[config.mk]
export PLATFORM = sky130hd
export DESIGN_NAME = pbus_frame_rx
export DESIGN_NICKNAME = d
export VERILOG_FILES = /design/src/rtl/pbus_pkg.sv /design/src/rtl/pbus_sync.sv /design/src/rtl/pbus_ack_timer.sv /design/src/rtl/pbus_bank.sv /design/src/rtl/pbus_frame_rx.sv
export SDC_FILE = /design/constraint.sdc
export NUM_CORES = 1
export LEC_CHECK = 0
export BUFFER_PORTS_ARGS = -buffer_cell sky130_fd_sc_hd__buf_4
export CORE_MARGIN = 2
export CORE_UTILIZATION = 64
export CTS_BUF_LIST = sky130_fd_sc_hd__clkbuf_16
export CTS_CLUSTER_SIZE = 10
export DETAILED_ROUTE_END_ITERATION = 16
export PLACE_DENSITY = 0.84
export SETUP_SLACK_MARGIN = 0.05
export SYNTH_ARGS = -nofsm -noshare
export SYNTH_HDL_FRONTEND = slang
export SYNTH_SLANG_ARGS = --single-unit
[constraint.sdc]
create_clock -name clk -period 3.5 [get_ports clk]
set_input_delay 0.175 -clock clk [delete_from_list [all_inputs] [get_ports clk]]
set_output_delay 0.175 -clock clk [all_outputs]
set_load 0.02 [all_outputs]
[src/rtl/pbus_pkg.sv]
package pbus_pkg;
  // Slot a capture lands in: frame-start forces slot 0, else the running index.
  function automatic int unsigned target_slot(input logic sof, input int unsigned idx);
    return sof ? 0 : idx;
  endfunction

  // A capture is stored only while the target slot is inside the bank.
  function automatic logic slot_in_bank(input int unsigned slot, input int unsigned depth);
    return slot < depth;
  endfunction
endpackage

[src/rtl/pbus_sync.sv]
module pbus_sync #(
  parameter int STAGES = 2
) (
  input  logic clk,
  input  logic rst_n,
  input  logic d,
  output logic q
);
  logic [STAGES-1:0] sh;

  always_ff @(posedge clk or negedge rst_n) begin
    if (!rst_n) sh <= '0;
    else        sh <= {sh[STAGES-2:0], d};
  end

  assign q = sh[STAGES-1];
endmodule

[src/rtl/pbus_ack_timer.sv]
module pbus_ack_timer #(
  parameter int CYCLES = 12
) (
  input  logic clk,
  input  logic rst_n,
  input  logic start,
  output logic busy
);
  localparam int CW = $clog2(CYCLES + 1);
  logic [CW-1:0] cnt;

  always_ff @(posedge clk or negedge rst_n) begin
    if (!rst_n)         cnt <= '0;
    else if (start)     cnt <= CW'(CYCLES);
    else if (cnt != '0) cnt <= cnt - 1'b1;
  end

  assign busy = (cnt != '0);
endmodule

[src/rtl/pbus_bank.sv]
module pbus_bank #(
  parameter int DEPTH = 8,
  parameter int DW    = 8,
  localparam int AW   = $clog2(DEPTH)
) (
  input  logic          clk,
  input  logic          rst_n,
  input  logic          we,
  input  logic [AW-1:0] waddr,
  input  logic [DW-1:0] wdata,
  input  logic [AW-1:0] raddr,
  output logic [DW-1:0] rdata
);
  logic [DW-1:0] slot_q [DEPTH];

  for (genvar g = 0; g < DEPTH; g++) begin : g_slot
    always_ff @(posedge clk or negedge rst_n) begin
      if (!rst_n)                        slot_q[g] <= '0;
      else if (we && waddr == AW'(g))    slot_q[g] <= wdata;
    end
  end

  assign rdata = slot_q[raddr];
endmodule

[src/rtl/pbus_frame_rx.sv]
module pbus_frame_rx #(
  parameter int DW          = 8,
  parameter int DEPTH       = 8,
  parameter int ACK_CYCLES  = 12,
  parameter int SYNC_STAGES = 2,
  localparam int AW         = $clog2(DEPTH),
  localparam int IW         = $clog2(DEPTH + 1)
) (
  input  logic          clk,
  input  logic          rst_n,
  input  logic [DW-1:0] bus_data,
  input  logic          bus_stb,
  input  logic          bus_sof,
  output logic          ack_out,
  input  logic [AW-1:0] rd_addr,
  output logic [DW-1:0] rd_data,
  output logic          frame_done
);
  import pbus_pkg::*;

  // Named internal events, observed by the bound checker.
  logic          stb_s, sof_s, stb_d;
  logic          stb_rise;
  logic          cap_pend;
  logic          wr_evt;
  logic [IW-1:0] wr_idx;
  logic [IW-1:0] eff_idx;
  logic [AW-1:0] wr_slot;
  logic          ack_busy;

  pbus_sync #(.STAGES(SYNC_STAGES)) u_sync_stb (
    .clk(clk), .rst_n(rst_n), .d(bus_stb), .q(stb_s));

  pbus_sync #(.STAGES(SYNC_STAGES)) u_sync_sof (
    .clk(clk), .rst_n(rst_n), .d(bus_sof), .q(sof_s));

  always_ff @(posedge clk or negedge rst_n) begin
    if (!rst_n) stb_d <= 1'b0;
    else        stb_d <= stb_s;
  end

  assign stb_rise = stb_s & ~stb_d;

  // Edge seen while acknowledging is dropped; otherwise sample one cycle later.
  always_ff @(posedge clk or negedge rst_n) begin
    if (!rst_n) cap_pend <= 1'b0;
    else        cap_pend <= stb_rise & ~ack_busy;
  end

  assign eff_idx = IW'(target_slot(sof_s, int'(wr_idx)));
  assign wr_evt  = cap_pend & slot_in_bank(int'(eff_idx), DEPTH);
  assign wr_slot = eff_idx[AW-1:0];

  always_ff @(posedge clk or negedge rst_n) begin
    if (!rst_n)      wr_idx <= '0;
    else if (wr_evt) wr_idx <= eff_idx + 1'b1;
  end

  always_ff @(posedge clk or negedge rst_n) begin
    if (!rst_n) frame_done <= 1'b0;
    else        frame_done <= wr_evt && (eff_idx == IW'(DEPTH - 1));
  end

  pbus_ack_timer #(.CYCLES(ACK_CYCLES)) u_ack (
    .clk(clk), .rst_n(rst_n), .start(wr_evt), .busy(ack_busy));

  assign ack_out = ack_busy;

  pbus_bank #(.DEPTH(DEPTH), .DW(DW)) u_bank (
    .clk(clk), .rst_n(rst_n),
    .we(wr_evt), .waddr(wr_slot), .wdata(bus_data),
    .raddr(rd_addr), .rdata(rd_data));
endmodule

==> results.sh, run 1 <==
export IMPL_fin_setup_tns_ns=0
export IMPL_crit_fanout=13
export IMPL_tightest_slew_ns=0.968
export IMPL_dpl_hpwl_um=3900
export IMPL_async_flop_share=1.00
export IMPL_initial_utilization=0.663
export IMPL_place_congestion=0.796
export IMPL_syn_inst=226
export IMPL_dr_first_iter_drc_count=93
export IMPL_top_layer_used="met4"
export IMPL_hold_viol=1
export IMPL_critPathMaxStageDelay_ns=0.62
export IMPL_core_mm2=0.00554
export IMPL_cts_max_path_buffers=2
export IMPL_drv_cap=0
export IMPL_multi_input_area_mm2=0.00159
export IMPL_wirelength_met1_um=3020
export IMPL_h_tree_depth=3
export IMPL_crit_chain="nor4b_4, and3_1, mux2_2"
export IMPL_syn2layout_area_growth_pct=13.6
export IMPL_routed_wl_um=6640
export IMPL_ir_drop_mv=0.441
export IMPL_final_cell_mix="79 x dfrtp_1, 73 x mux2_2, 24 x buf_4"
export IMPL_postCtsSetupRepairBufs=0
export IMPL_post_dp_cell_area_mm2=0.00385
export IMPL_r2r_setup_slack_ns=1.59
export IMPL_grt_pass1_vias=2019
export IMPL_ios=25
export IMPL_worstPathArrival_ns=2.12
export IMPL_synth_edf_count=0
export IMPL_synth_nets=245
export IMPL_ys_flop_type="dfrtp_1"
export IMPL_slew_violations=0
export IMPL_status="complete, but fails checks"
export IMPL_final_antenna_net_count=0
export IMPL_nFillCells=337
export IMPL_fin_area_mm2=0.00417
export IMPL_dieHeight_um=79.8
export IMPL_path_depth=3
export IMPL_dr_wl_met2_um=3340
export IMPL_num_rows=27
export IMPL_p_per_area_mw_per_mm2=652
export IMPL_grt_setup_unrepaired="no"
export IMPL_routed_wl_met3_um=171
export IMPL_power_leakage_nw=1.92
export IMPL_fin_hold_ws_ns=-0.00491
export IMPL_min_period_ns=1.91
export IMPL_grt_first_pass_wirelength_um=10400
export IMPL_endpoint_kind="flip-flop"
export IMPL_syn_avg_cell_area_um2=16.2
export IMPL_ys_ff_latch=79
export IMPL_crit_path_start="cap_pend"
export IMPL_cts_clk_slew_worst_paths_ns=0.06
export IMPL_critPathBufInv=0
export IMPL_clock_latency_ns=0.33
export IMPL_die_area_mm2=0.00636
export IMPL_numCtsBuffers=9
export IMPL_crit_family="simple AND/OR/NAND/NOR gates"
export IMPL_fin_nets=268
export IMPL_cp_slowest_cell="dfrtp_1"
export IMPL_first_pass_iters=4
export IMPL_crit_end="u_bank.slot_q[12]"
export IMPL_ys_warn_count=0
export IMPL_path_class="flip-flop to flip-flop"
export IMPL_r2r_end="u_bank.slot_q[12]"
export IMPL_reg2regPathDepth=3
export IMPL_grt_max_degree=80
export IMPL_start_kind="flip-flop"
export IMPL_synth_seq_area_share=0.538
export IMPL_post_route_period_util=0.547
export IMPL_violations="hold timing"
export IMPL_synthDistinctLibCells=38
export IMPL_timing_rr_start="cap_pend"
export IMPL_synth_area_mm2=0.00367
export IMPL_max_freq_mhz=523
export IMPL_grt_total_usage=0.230
export IMPL_setup_viol=0
export IMPL_overflow=0
export IMPL_die_w_um=79.8
export IMPL_fin_skew_ns=0.00760
export IMPL_cts_tree="yes"
export IMPL_cp_required_ns=3.71
export IMPL_grt_antenna_before_repair=0
export IMPL_vias=2016
export IMPL_wl_per_cell_um=20.4
export IMPL_hp_class="primary input to asynchronous set/reset pin"
export IMPL_cts_root_buf="clkbuf_16"
export IMPL_cts_sinks=79
export IMPL_antenna_cells=0
export IMPL_drive_gt1_frac=0.461
export IMPL_drc=0
export IMPL_portBuffers=24
export IMPL_final_common_cell="dfrtp_1"
export IMPL_regArea_mm2=0.00198
export IMPL_detail_route_vias_per_cell=6.18
export IMPL_slew_headroom=0.355
[metal layers]
layer  vias to the layer above  track usage
met5                         -            0
met4                         0       0.0966
met3                        11       0.0407
met2                        35        0.382
met1                      1066        0.304
li1                        904            -
[flip-flops by register name, summed over array words and instances (netlist names)]
signal,count
cap_pend,1
wr_idx,4
u_ack.cnt,4
frame_done,1
u_sync_stb.sh,2
u_sync_sof.sh,2
u_bank.slot_q,64
stb_d,1
[kinds of logic after synthesis]
logic type / after synthesis / synth area share
xor+xnor: 2 / 0.00477
flops: 79 / 0.538
buf+inv: 17 / 0.0286
fa+ha+maj: 4 / 0.0136
compound gates: 7 / 0.0136
simple gates: 27 / 0.0600
mux: 90 / 0.341
[Yosys cell counts (2+ instances only)]
| cell | instances | area share |
|---|---|---|
| inv_1 | 3 | 0.0031 |
| dfrtp_1 | 79 | 0.54 |
| clkbuf_2 | 2 | 0.0027 |
| nor2b_1 | 3 | 0.0051 |
| mux4_1 | 16 | 0.11 |
| mux2_2 | 73 | 0.22 |
| nand2_1 | 4 | 0.0041 |
| nand3_2 | 2 | 0.0055 |
| nand4b_2 | 2 | 0.0082 |
| buf_2 | 3 | 0.0041 |
| ha_1 | 4 | 0.014 |
| a21oi_1 | 2 | 0.0027 |
| nor2_1 | 3 | 0.0031 |
| clkbuf_1 | 3 | 0.0031 |
| buf_4 | 3 | 0.0061 |
| and3_1 | 2 | 0.0034 |
[worst min-delay path by stage]
stage | from | to | slack (ns) | depth (start not counted)
2_1_floorplan | rst_n | cap_pend | -0.12 | 0
3_3_place_gp | bus_sof | u_sync_sof.sh[0] | 0.29 | 1
3_5_place_dp | bus_stb | u_sync_stb.sh[0] | 0.29 | 1
4_1_cts | rst_n | u_bank.slot_q[16] | 0.04 | 1
5_1_grt | rst_n | u_bank.slot_q[0] | 0.10 | 1
6_report | rst_n | u_bank.slot_q[0] | -0.005 | 1
[layout make-up]
type	instances	share of cell area
clock buffers	9	0.0540
well taps	72	0.0216
repair buffers	26	0.0480
clock inverters	7	0.0189
inverters	3	0.00270
multi-input cells	130	0.381
flip-flops and latches	79	0.474
[per-stage QoR]
| step | total power, mW | setup slack (ns) | utilization | std cells |
|---|---|---|---|---|
| after global placement | 1.75 | 1.69 | 0.695 | 308 |
| after global routing | 2.84 | 1.49 | 0.753 | 326 |
| final | 2.72 | 1.59 | 0.753 | 326 |
| after floorplan | 1.64 | 1.83 | - | 226 |
| after detailed placement | 1.78 | 1.60 | 0.695 | 308 |
| after CTS | 2.74 | 1.58 | 0.753 | 326 |
[where the power goes]
part           internal (mW)  total, mW  switching, mW
logic                  0.321      0.531          0.209
registers               1.11       1.24          0.127
clock network          0.611      0.951          0.339
total                   2.05       2.72          0.675
[timing repair]
action                    4_1_cts  5_1_grt
gates resized for setup         0        0
hold buffers                    2        0
hold endpoints to repair        2        0
[worst register-to-register path, cell delays in order, from the launching register on]
cell     delay [ns]
dfrtp_1        0.62
nor4b_4        0.31
and3_1         0.46
mux2_2         0.40
Power figures use the tool's default switching activity.
==> run 2: changes to the inputs <==
CORE_UTILIZATION = 54   (was 64)
PLACE_DENSITY = 0.75   (was 0.84)
clock period = 1.6 ns   (was 3.5 ns; I/O delays follow)
==> run 2 against run 1 <==
Against the previous run:
- the run ends with setup timing left
- clock-buffer cell count stayed put
- critical path depth is the same
- non-clock buffer count rose by 31
- core utilization decreased by 5.0 points
- cell count up 12%
- clock skew about the same
- power up 140%
- clock power grew 130%
- final area is 13% higher
- largest cell class unchanged
- combinational power grew to 3.1 times the previous value
- register-to-register slack lost 1.6 ns
- flip-flop and latch count is the same
==> results.sh, run 2 (synthesized netlist as in run 1, its figures left out) <==
export IMPL_status="complete, but fails checks"
export IMPL_violations="setup timing"
export IMPL_portBuffers=24
export IMPL_antenna_cells=0
export IMPL_grt_setup_unrepaired="yes"
export IMPL_sw_frac_of_total=0.261
export IMPL_largest_register="u_bank.slot_q"
export IMPL_share_seq_of_total_power=0.418
export IMPL_initial_utilization=0.550
export IMPL_cp_slowest_cell="mux4_2"
export IMPL_grt_max_degree=56
export IMPL_fin_area_mm2=0.00470
export IMPL_grt_total_usage=0.210
export IMPL_h_tree_depth=3
export IMPL_dieHeight_um=86.5
export IMPL_dr_first_iter_drc_count=138
export IMPL_cts_root_buf="clkbuf_16"
export IMPL_final_antenna_net_count=0
export IMPL_drc=0
export IMPL_p_comb_frac=0.255
export IMPL_timing_final_ws_setup_ns=-0.116
export IMPL_path_class="flip-flop to output port"
export IMPL_detail_route_vias_per_cell=5.91
export IMPL_start_kind="flip-flop"
export IMPL_numCtsBuffers=9
export IMPL_drive_gt1_frac=0.632
export IMPL_max_freq_mhz=583
export IMPL_grt_pass1_vias=2174
export IMPL_p_per_area_mw_per_mm2=1390
export IMPL_die_area_mm2=0.00748
export IMPL_largest_reg_flops=64
export IMPL_critPathMaxStageDelay_ns=0.48
export IMPL_power_leakage_nw=2.13
export IMPL_final_cell_mix="77 x dfrtp_1, 46 x mux2_2, 35 x buf_4"
export IMPL_worstPathArrival_ns=1.64
export IMPL_routed_wl_um=7480
export IMPL_slew_headroom=0.767
export IMPL_clock_latency_ns=0.33
export IMPL_tightest_slew_ns=0.348
export IMPL_fin_hold_ws_ns=0.0450
export IMPL_hp_class="primary input to flip-flop"
export IMPL_crit_fanout=2
export IMPL_cts_max_path_buffers=2
export IMPL_reg_top3="u_bank.slot_q (64), u_ack.cnt (4), wr_idx (4)"
export IMPL_crit_chain="mux4_2, mux2_4, buf_6"
export IMPL_ir_drop_mv=0.789
export IMPL_dpl_hpwl_um=4330
export IMPL_ios=25
export IMPL_cts_clk_slew_worst_paths_ns=0.06
export IMPL_post_route_period_util=1.07
export IMPL_drv_cap=0
export IMPL_final_common_cell="dfrtp_1"
export IMPL_syn2layout_area_growth_pct=27.9
export IMPL_core_mm2=0.00668
export IMPL_final_util=0.703
export IMPL_cts_sinks=79
export IMPL_internal_power_mw=4.83
export IMPL_die_w_um=86.5
export IMPL_endpoint_kind="output port"
export IMPL_fin_cells=365
export IMPL_slew_violations=0
export IMPL_cts_tree="yes"
export IMPL_grt_antenna_before_repair=0
export IMPL_num_rows=30
export IMPL_setup_viol=11
export IMPL_hold_viol=0
export IMPL_min_period_ns=1.72
export IMPL_fin_skew_ns=0.00763
export IMPL_p_sw_mw=1.71
export IMPL_cp_required_ns=1.52
export IMPL_clockPowerShare=0.326
export IMPL_wl_per_cell_um=20.5
export IMPL_dp_cells=337
export IMPL_grt_first_pass_wirelength_um=11600
export IMPL_first_pass_iters=4
export IMPL_vias=2156
export IMPL_post_dp_cell_area_mm2=0.00404
export IMPL_place_congestion=0.723
export IMPL_overflow=0
export IMPL_fin_nets=299
run 2: changes by cell type in the layout (fill, tap and decap cells not counted), moves of 3 or more:
| cell | change |
|---|---|
| ha_1 | -3 |
| mux2_2 | -27 |
| mux4_2 | +15 |
| mux4_1 | -15 |
| buf_4 | +11 |
| buf_6 | +16 |
| clkinv_1 | -4 |
| mux2_4 | +27 |
| ha_4 | +3 |
run 2: worst paths after layout:
| check | slack (ns) | end | startpoint | depth (start not counted) |
|---|---|---|---|---|
| max | -0.12 | rd_data[7] | u_bank.slot_q[15] | 3 |
| min | 0.05 | u_bank.slot_q[49] | bus_data[1] | 2 |
| max reg2reg | -0.03 | u_bank.slot_q[15] | u_sync_sof.sh[1] | 4 |
| min reg2reg | 0.35 | u_sync_sof.sh[1] | u_sync_sof.sh[0] | 0 |
| max in group asynchronous | 0.79 | u_sync_sof.sh[1] | rst_n | 3 |
| min in group asynchronous | 0.20 | u_bank.slot_q[28] | rst_n | 2 |
run 2: cell type report:
cell class	count	area, um2
fillers	425	1990
repair buffers	57	523
flip-flops and latches	79	1980
well taps	80	100
clock buffers	9	225
clock inverters	7	90.1
multi-input cells	130	1770
inverters	3	11.3
run 2: per-layer routing:
metal	track usage	vias to the layer above	wire, um
met5	0	-	0
li1	-	957	-
met1	0.306	1143	3520
met4	0.0682	0	102
met2	0.318	47	3640
met3	0.0467	9	216
run 2: timing repair:
| item | in CTS | in global routing |
|---|---|---|
| resized for setup | 57 | 30 |
| hold endpoints to repair | 26 | 0 |
| cloned | 0 | 0 |
| setup buffers | 1 | 8 |
| endpoints found under the setup margin | 43 | 66 |
| hold buffers | 3 | 0 |
| pin swaps | 3 | 5 |
run 2: metrics by stage:
stage	TNS (ns)	power, mW	setup WS (ns)
2_1_floorplan	0	3.63	0.0489
3_3_place_gp	-0.825	3.97	-0.0534
3_5_place_dp	-1.56	4.03	-0.102
4_1_cts	-0.711	6.34	-0.103
5_1_grt	-2.07	6.85	-0.139
6_report	-0.689	6.54	-0.116
run 2: critical path: cells and delay by family (launching register included):
kind                   cells  cell delay (ns)
flip-flops                 1             0.40
multiplexers               2             0.77
buffers and inverters      1             0.13
run 2: power by group through the flow:
| stage | registers (mW) | clock network [mW] | logic [mW] |
|---|---|---|---|
| 3_5_place_dp | 2.72 | 0 | 1.31 |
| 2_1_floorplan | 2.60 | 0 | 1.03 |
| 5_1_grt | 2.78 | 2.26 | 1.81 |
| 3_3_place_gp | 2.70 | 0 | 1.27 |
| 6_report | 2.74 | 2.14 | 1.67 |
| 4_1_cts | 2.71 | 2.17 | 1.46 |
==> run 3: changes to the inputs <==
ABC_AREA = 1   (was not set)
CELL_PAD_IN_SITES_DETAIL_PLACEMENT = 0   (was not set)
CELL_PAD_IN_SITES_GLOBAL_PLACEMENT = 1   (was not set)
CORE_UTILIZATION = 40   (was 54)
PLACE_DENSITY = not set   (was 0.75)
PLACE_DENSITY_LB_ADDON = 0.1   (was not set)
==> run 3 against run 2 <==
Against the previous run:
- flip-flop and latch count did not move
- combinational power is essentially flat
- synthesized cell count up 140%
- critical path type is now flip-flop to flip-flop
- final area grew 3.7%
- non-clock buffer count fell by 10
- first-iteration DRC count grew 25%
- global-route usage up 0.33 points
- fmax up 17%
- clock skew barely moved
- cell count increased by 100%
- the run now ends clean
- register-to-register slack better by 0.16 ns
==> results.sh, run 3 <==
export IMPL_worstPathArrival_ns=1.69
export IMPL_async_flop_share=1.00
export IMPL_wl_per_cell_um=15.2
export IMPL_critPathMaxStageDelay_ns=0.39
export IMPL_min_period_ns=1.47
export IMPL_h_tree_depth=3
export IMPL_fin_setup_tns_ns=0
export IMPL_grt_max_degree=36
export IMPL_synth_top_family_by_area="simple AND/OR/NAND/NOR gates"
export IMPL_max_freq_mhz=682
export IMPL_setup_viol=0
export IMPL_reg2regPathDepth=5
export IMPL_cp_required_ns=1.82
export IMPL_die_w_um=105
export IMPL_cts_clk_slew_worst_paths_ns=0.06
export IMPL_grt_first_pass_wirelength_um=18000
export IMPL_core_mm2=0.00982
export IMPL_slew_violations=0
export IMPL_clock_latency_ns=0.33
export IMPL_antenna_cells=0
export IMPL_vias=3469
export IMPL_cp_common_cell="nand2_1"
export IMPL_largest_reg_flops=64
export IMPL_synth_compound_area_frac=0.0326
export IMPL_portBuffers=24
export IMPL_post_route_period_util=0.917
export IMPL_ys_warn_count=0
export IMPL_timing_final_ws_setup_ns=0.133
export IMPL_place_congestion=0.791
export IMPL_fin_skew_ns=0.00714
export IMPL_r2r_setup_slack_ns=0.13
export IMPL_synth_edf_count=0
export IMPL_crit_fanout=8
export IMPL_final_cell_mix="234 x nand2_1, 86 x inv_1, 83 x nand3_1"
export IMPL_timing_rr_start="wr_idx[1]"
export IMPL_path_class="flip-flop to flip-flop"
export IMPL_cp_slowest_cell="dfrtp_1"
export IMPL_synthMuxAreaShare=0
export IMPL_endpoint_kind="flip-flop"
export IMPL_hold_viol=0
export IMPL_syn_inst=553
export IMPL_slew_headroom=0.684
export IMPL_yosys_area_share_simple=0.359
export IMPL_synth_most_common_cell="nand2_1"
export IMPL_final_common_cell="nand2_1"
export IMPL_fin_hold_ws_ns=0.0552
export IMPL_hold_end="u_bank.slot_q[48]"
export IMPL_reg_top3="u_bank.slot_q (64), u_ack.cnt (4), wr_idx (4)"
export IMPL_largest_register="u_bank.slot_q"
export IMPL_numCtsBuffers=9
export IMPL_hold_path_startpoint="bus_data[0]"
export IMPL_fin_nets=610
export IMPL_cts_tree="yes"
export IMPL_drc=0
export IMPL_num_rows=36
export IMPL_hp_class="primary input to flip-flop"
export IMPL_grt_setup_unrepaired="yes"
export IMPL_crit_chain="buf_4, o21ai_2, nand3_2, nand2_1, nand2_1"
export IMPL_dp_cells=709
export IMPL_syn_avg_cell_area_um2=7.36
export IMPL_whs_path_depth=3
export IMPL_status="completed"
export IMPL_r2r_end="u_bank.slot_q[28]"
export IMPL_drive_gt1_frac=0.131
export IMPL_ys_flop_type="dfrtp_1"
export IMPL_cts_root_buf="clkbuf_16"
export IMPL_synthXorXnorAreaFrac=0.00215
export IMPL_regArea_mm2=0.00198
export IMPL_p_per_area_mw_per_mm2=1400
export IMPL_synth_area_mm2=0.00407
export IMPL_initial_utilization=0.415
export IMPL_synthAdderAreaFrac=0.0123
export IMPL_multi_input_area_mm2=0.00166
export IMPL_final_antenna_net_count=0
export IMPL_dp_slack_ns=0.0196
export IMPL_start_kind="flip-flop"
export IMPL_dpl_hpwl_um=7410
export IMPL_overflow=0
export IMPL_first_pass_iters=4
export IMPL_cts_sinks=79
export IMPL_synth_area_top_cells="dfrtp_1 49%, nand2_1 22%, nand3_1 10%"
export IMPL_nFillCells=1006
export IMPL_ios=25
export IMPL_synth_top_area_cell="dfrtp_1"
export IMPL_detail_route_vias_per_cell=4.76
export IMPL_routed_wl_um=11100
export IMPL_grt_antenna_before_repair=0
export IMPL_synth_seq_area_share=0.485
export IMPL_die_area_mm2=0.0110
export IMPL_ir_drop_mv=0.641
export IMPL_synth_top_cells_by_count="236 x nand2_1, 85 x inv_1, 83 x nand3_1, 79 x dfrtp_1, 18 x o21ai_0"
export IMPL_tightest_slew_ns=0.473
export IMPL_grt_total_usage=0.214
export IMPL_power_leakage_nw=2.82
export IMPL_syn2layout_area_growth_pct=19.5
export IMPL_cts_max_path_buffers=2
export IMPL_synthDominantCellAreaShare=0.485
export IMPL_fin_cells=729
export IMPL_synthDistinctLibCells=23
export IMPL_drv_cap=0
export IMPL_grt_pass1_vias=3285
export IMPL_synth_nets=572
export IMPL_ys_ff_latch=79
export IMPL_dieHeight_um=105
export IMPL_dr_first_iter_drc_count=172
run 3: cell count changes in the layout (fill, tap and decap cells not counted), moves of 6 or more:
| cell | before | now |
|---|---|---|
| nand2_1 | 4 | 234 |
| buf_4 | 35 | 41 |
| mux2_2 | 46 | 0 |
| buf_6 | 16 | 0 |
| o21ai_0 | 0 | 18 |
| inv_1 | 3 | 86 |
| nand3_1 | 0 | 83 |
| mux4_2 | 15 | 0 |
| mux2_4 | 27 | 0 |
run 3: routing by layer:
metal  wire length [um]  share of wire  up-vias  global-route usage
li1                   -              -     1760                   -
met1               5400           0.49     1627               0.314
met2               5080           0.46       71               0.324
met3                440          0.040       11              0.0356
met4                126          0.011        0              0.0619
met5                  0              0        -                   0
run 3: area by class of cell:
type,instances,area share
Inverter,87,0.0681
Timing Repair Buffer,47,0.0817
Sequential cell,79,0.406
Clock buffer,9,0.0463
Clock inverter,7,0.0231
Multi-Input combinational cell,367,0.341
Tap cell,133,0.0342
run 3: stage by stage:
step / util / power (mW) / area [um2]
floorplan: - / 3.89 / 4070
global placement: 0.456 / 4.44 / 4480
detailed placement: 0.456 / 4.48 / 4480
CTS: 0.494 / 6.83 / 4850
global route: 0.496 / 7.23 / 4870
finish: 0.496 / 6.81 / 4870
run 3: worst max-delay path by stage:
stage               slack (ns)                 to             start
finish                    0.13  u_bank.slot_q[28]         wr_idx[1]
global route              0.04   u_bank.slot_q[7]  u_sync_sof.sh[1]
CTS                       0.13  u_bank.slot_q[12]         wr_idx[3]
detailed placement        0.02   u_bank.slot_q[7]  u_sync_sof.sh[1]
global placement          0.07   u_bank.slot_q[0]  u_sync_sof.sh[1]
floorplan                 0.19   u_bank.slot_q[0]  u_sync_sof.sh[1]
run 3: worst max-delay path, delay by kind of cell, from the launching register on:
family | cells | cell delay (ns)
AO/OA/AOI/OAI | 1 | 0.30
buffers and inverters | 1 | 0.16
flip-flops | 1 | 0.39
AND/OR/NAND/NOR | 3 | 0.50
run 3: cell families (layout without fill, tap and decap cells):
| group | Yosys count | in the layout |
|---|---|---|
| adder cells (fa/ha/maj) | 4 | 4 |
| AND/OR/NAND/NOR | 339 | 339 |
| buffers and inverters | 107 | 150 |
| flip-flops | 79 | 79 |
| AO/OA/AOI/OAI | 23 | 23 |
| XOR/XNOR | 1 | 1 |
run 3: timing repair:
item                                   4_1_cts  5_1_grt
buffers inserted                             0        1
endpoints found under the hold margin       32        0
setup endpoints to repair                   16       21
resized for setup                            2        0
hold buffers                                 3        0
run 3: report_power, final:
part / total, mW / switching (mW) / internal [mW]
Clock: 2.35 / 0.836 / 1.51
Sequential: 2.76 / 0.280 / 2.48
Combinational: 1.70 / 1.05 / 0.651
Total: 6.81 / 2.16 / 4.64
